## config.mk

```make
export PLATFORM = sky130hd
export DESIGN_NAME = rtt_probe
export DESIGN_NICKNAME = d
export VERILOG_FILES = /design/src/rtl/rtt_probe.sv
export SDC_FILE = /design/constraint.sdc
export NUM_CORES = 1
export LEC_CHECK = 0
export CORE_MARGIN = 5
export CORE_UTILIZATION = 29
export CTS_BUF_LIST = sky130_fd_sc_hd__clkbuf_4 sky130_fd_sc_hd__clkbuf_8
export CTS_CLUSTER_DIAMETER = 50
export DETAILED_ROUTE_END_ITERATION = 10
export PLACE_DENSITY = 0.7
export SETUP_SLACK_MARGIN = 0.05
export SYNTH_ARGS = -nofsm -noshare
export SYNTH_HDL_FRONTEND = slang
export SYNTH_SLANG_ARGS = --single-unit
```

## constraint.sdc

```tcl
create_clock -name clk -period 2.6 [get_ports clk]
set_input_delay 0.52 -clock clk [delete_from_list [all_inputs] [get_ports clk]]
set_output_delay 0.52 -clock clk [all_outputs]
set_load 0.005 [all_outputs]
```

## src/rtl/rtt_probe.sv

```systemverilog
module rtt_probe #(
  parameter int W       = 32,
  parameter int CW      = 16,
  parameter int TIMEOUT = 4000
) (
  input  logic          clk,
  input  logic          rst_n,
  input  logic          start,
  input  logic [W-1:0]  ping_word,
  output logic          ini_tx_valid,
  input  logic          ini_tx_ready,
  output logic [W-1:0]  ini_tx_data,
  input  logic          ini_rx_valid,
  output logic          ini_rx_ready,
  input  logic [W-1:0]  ini_rx_data,
  input  logic          rsp_rx_valid,
  output logic          rsp_rx_ready,
  input  logic [W-1:0]  rsp_rx_data,
  output logic          rsp_tx_valid,
  input  logic          rsp_tx_ready,
  output logic [W-1:0]  rsp_tx_data,
  output logic          busy,
  output logic          done,
  output logic          timed_out,
  output logic          reply_ok,
  output logic [CW-1:0] rtt_count
);

  localparam logic [W-1:0]  FLIP = W'(1);
  localparam logic [CW-1:0] LIM  = CW'(TIMEOUT);

  typedef enum logic [1:0] {S_IDLE, S_SEND, S_WAIT, S_DONE} st_t;

  st_t           st;
  logic [W-1:0]  ping;
  logic [CW-1:0] cnt;
  logic          to_q, ok_q;
  logic          hold_v;
  logic [W-1:0]  hold_d;

  wire           can_start = start && (st == S_IDLE || st == S_DONE);
  wire [CW-1:0]  cnt_nx    = cnt + 1'b1;

  always_ff @(posedge clk or negedge rst_n) begin
    if (!rst_n) begin
      st   <= S_IDLE;
      ping <= '0;
      cnt  <= '0;
      to_q <= 1'b0;
      ok_q <= 1'b0;
    end else begin
      case (st)
        S_IDLE, S_DONE: if (can_start) begin
          st   <= S_SEND;
          ping <= ping_word;
          cnt  <= '0;
          to_q <= 1'b0;
          ok_q <= 1'b0;
        end
        S_SEND: if (ini_tx_ready) st <= S_WAIT;
        S_WAIT: begin
          cnt <= cnt_nx;
          if (ini_rx_valid) begin
            st   <= S_DONE;
            ok_q <= (ini_rx_data == (ping ^ FLIP));
          end else if (cnt_nx >= LIM) begin
            st   <= S_DONE;
            to_q <= 1'b1;
          end
        end
        default: st <= S_IDLE;
      endcase
    end
  end

  assign ini_tx_valid = (st == S_SEND);
  assign ini_tx_data  = ping;
  assign ini_rx_ready = (st == S_WAIT);
  assign busy         = (st == S_SEND) || (st == S_WAIT);
  assign done         = (st == S_DONE);
  assign timed_out    = to_q;
  assign reply_ok     = ok_q;
  assign rtt_count    = cnt;

  assign rsp_rx_ready = !hold_v || rsp_tx_ready;

  always_ff @(posedge clk or negedge rst_n) begin
    if (!rst_n) begin
      hold_v <= 1'b0;
      hold_d <= '0;
    end else if (rsp_rx_valid && rsp_rx_ready) begin
      hold_v <= 1'b1;
      hold_d <= rsp_rx_data ^ FLIP;
    end else if (rsp_tx_ready) begin
      hold_v <= 1'b0;
    end
  end

  assign rsp_tx_valid = hold_v;
  assign rsp_tx_data  = hold_d;

  a_r2_tx_hold: assert property (@(posedge clk) disable iff (!rst_n)
    (ini_tx_valid && !ini_tx_ready) |=> (ini_tx_valid && $stable(ini_tx_data)));

  a_r5_reply_ends: assert property (@(posedge clk) disable iff (!rst_n)
    (ini_rx_valid && ini_rx_ready) |=> (done && !ini_rx_ready));

  a_r7_timeout_count: assert property (@(posedge clk) disable iff (!rst_n)
    $rose(timed_out) |-> (done && rtt_count == LIM));

  a_r8_echo_value: assert property (@(posedge clk) disable iff (!rst_n)
    (rsp_rx_valid && rsp_rx_ready) |=> (rsp_tx_valid && rsp_tx_data == ($past(rsp_rx_data) ^ FLIP)));

  a_r8_echo_hold: assert property (@(posedge clk) disable iff (!rst_n)
    (rsp_tx_valid && !rsp_tx_ready) |=> (rsp_tx_valid && $stable(rsp_tx_data)));

  a_r10_result_hold: assert property (@(posedge clk) disable iff (!rst_n)
    (done && !start) |=> (done && $stable(rtt_count) && $stable(timed_out) && $stable(reply_ok)));

endmodule

```

==> flow_summary.toml <==
[yosys]
synthDistinctLibCells = 42
syn_avg_cell_area_um2 = 12.1
synth_flop_cell = "dfrtp_1"
synthCells = 333
netlist_area_um2 = 4040
synth_warnings = 0
ys_async_sr_fraction_pct = 100
ys_seq_elements = 85
syn_nets = 441
seq_area_frac_synth_pct = 52.6
synth-edff-count = 0

[drt]
vias_per_cell = 4.69
antenna_left = 0
finalWirelength_mm = 11.6
wl_per_cell_um = 16.4
drt-pass1-iter-count = 4
vias = 3323
drt-initial-drc-count = 152
drc = 0

[worst_setup_path]
crit_top_cell = "inv_1"
critPathLaunchType = "register"
arrival_ps = 1820
cp-end-kind = "output port"
regToRegSetupSlack_ps = 320
crit_fanout = 5
r2r-start = "rtt_count[0]"
critPathKind = "register to output port"
crit_start = "st[0]"
crit_chain = "inv_1 > ha_1 > inv_1 > clkdlybuf4s50_1"
max_stage_delay_ps = 510
cp_slowest_cell = "clkdlybuf4s50_1"
r2r-end = "st[1]"
ff2ff_path_depth = 7
required_ps = 2080

[clock_tree]
numCtsBuffers = 9
cts_tree = "yes"
clk_pin_slew_worst_paths_ps = 90
clk_path_buf_depth = 2
cts_resized = 0
cts.sink_count = 85
insertion_delay_ps = 370
root_buffer = "clkbuf_8"
h-tree-depth = 3
ctsHoldBuffers = 0
cts_setup_buffers = 0

[sta]
max_clock_freq_ghz = 0.428
finalClockSkew_ps = 8.26
max-slew-margin-rel_pct = 17.8
finalCriticalPeriod_ps = 2340
hold_violations = 0
fin_ws_ps = 264
setup_violations = 0
finalCritPeriodShare_pct = 89.9
worstMarginPinSlew_ps = 1220
setup_tns_ps = 0
rsz0062_at_grt = "no"
drv_slew = 0

[global_routing]
grt_pass1_wl_mm = 18.6
grt_max_degree = 46
overflow = 0
track_usage_pct = 14.3
grt_pass1_vias = 3654
grt_antenna_before_repair = 0

[power]
powerDensity_nw_per_um2 = 824
p_leak_nw = 2.56
ir_drop_uv = 494

[placement]
place_congestion = 0.865
dpl.hpwl_mm = 8.88
port_buffers = 190
place_ws_ps = 286

[run]
cap_violations = 0

[finish]
antenna-diode-count = 0
fin_nets = 631
drive_gt1_share_pct = 17.0
syn_to_final_growth_pct = 57.1

[floorplan]
fp.dieW_um = 128
dieArea_um2 = 16400
ioPinCount = 191
die_height_um = 128
initial_core_util_pct = 29.3
rows = 43
core_um2 = 13800

[outcome]
status = "completed"

[hold_path]
min_path_type = "input port to async pin"
-- cell usage after synthesis (2+ instances only) --
cell type	count	share of area (%)
inv_1	5	0.46
mux2_2	65	18
a22o_1	3	0.65
o21ai_0	24	3.0
nor4_1	7	1.1
nor4_2	2	0.62
dfrtp_1	85	53
nor2_1	12	1.1
ha_1	5	1.5
clkbuf_1	6	0.56
nand3_1	7	0.87
xor2_1	25	5.4
and2_1	3	0.46
a21oi_1	3	0.37
nand2_1	21	2.0
mux2i_1	4	0.99
buf_2	2	0.25
nand4_1	7	1.1
a211o_1	2	0.43
or3_1	2	0.31
xnor2_1	10	2.2
buf_1	7	0.65
nor3_1	2	0.25
nand2b_1	3	0.46
a31oi_1	2	0.31
o31ai_1	2	0.37
and3_1	2	0.31
-- routing by layer --
| layer | share of wire (%) | global-route usage, % |
|---|---|---|
| met5 | 0 | 0 |
| met2 | 51 | 24.4 |
| met1 | 40 | 16.5 |
| met3 | 7.3 | 4.67 |
| met4 | 2.5 | 6.30 |
-- cells by family after synthesis --
kind of cell | after synthesis | share of synthesized area (%)
xor+xnor | 35 | 7.59
flops | 85 | 52.6
compound gates | 46 | 7.06
fa+ha+maj | 5 | 1.55
simple gates | 73 | 10.2
mux | 69 | 19.1
buf+inv | 20 | 1.92
-- per-stage QoR --
step	hold WS [ps]	instances	instance area [um^2]	total power, mW	util (%)
after CTS	148	708	6350	5.33	46.1
after global placement	472	692	6150	4.26	44.6
after global routing	169	708	6350	5.58	46.1
after floorplan	224	333	4040	3.05	-
final	132	708	6350	5.23	46.1
after detailed placement	487	692	6150	4.32	44.6
-- layout make-up --
class                           count  area, um^2
Timing Repair Buffer              194        1940
Clock buffer                        9         124
Clock inverter                      7        75.1
Fill cell                        1321        7420
Multi-Input combinational cell    228        1840
Tap cell                          180         225
Sequential cell                    85        2130
Inverter                            5        18.8
-- layout by cell type (no fill, tap or decap), types with 4 or more instances in the layout --
| cell type | count |
|---|---|
| buf_4 | 4 |
| clkbuf_8 | 9 |
| clkdlybuf4s50_1 | 189 |
| dfrtp_1 | 85 |
| ha_1 | 5 |
| inv_1 | 5 |
| mux2_2 | 65 |
| mux2i_1 | 4 |
| nand2_1 | 21 |
| nand3_1 | 7 |
| nand4_1 | 7 |
| nor2_1 | 12 |
| nor4_1 | 7 |
| o21ai_0 | 24 |
| xnor2_1 | 10 |
| xor2_1 | 25 |
-- state kept, by name, indices dropped and copies added, names as in the netlist --
register and count:
rsp_tx_valid 1, st 2, rtt_count 16, reply_ok 1
rsp_tx_data 32, ini_tx_data 32, timed_out 1
-- where the power goes --
group / switching, mW / internal (mW)
combinational: 0.856 / 1.40
clock: 0.516 / 0.447
sequential: 0.324 / 1.69
total: 1.70 / 3.53
-- worst max-delay path, delay by kind of cell (launching register included) --
| kind | cells | cell delay [ps] |
|---|---|---|
| adders and majority gates | 1 | 360 |
| buffers and inverters | 3 | 690 |
| DFF | 1 | 410 |
-- worst max-delay path by stage --
| stage | endpoint | slack, ps | depth (start not counted) |
|---|---|---|---|
| after global routing | rtt_count[14] | 130 | 5 |
| after floorplan | st[1] | 400 | 8 |
| final | busy | 260 | 4 |
| after CTS | ini_rx_ready | 230 | 3 |
| after global placement | st[1] | 410 | 7 |
| after detailed placement | reply_ok | 290 | 5 |
Note: power is estimated with default switching activity, not from simulation.
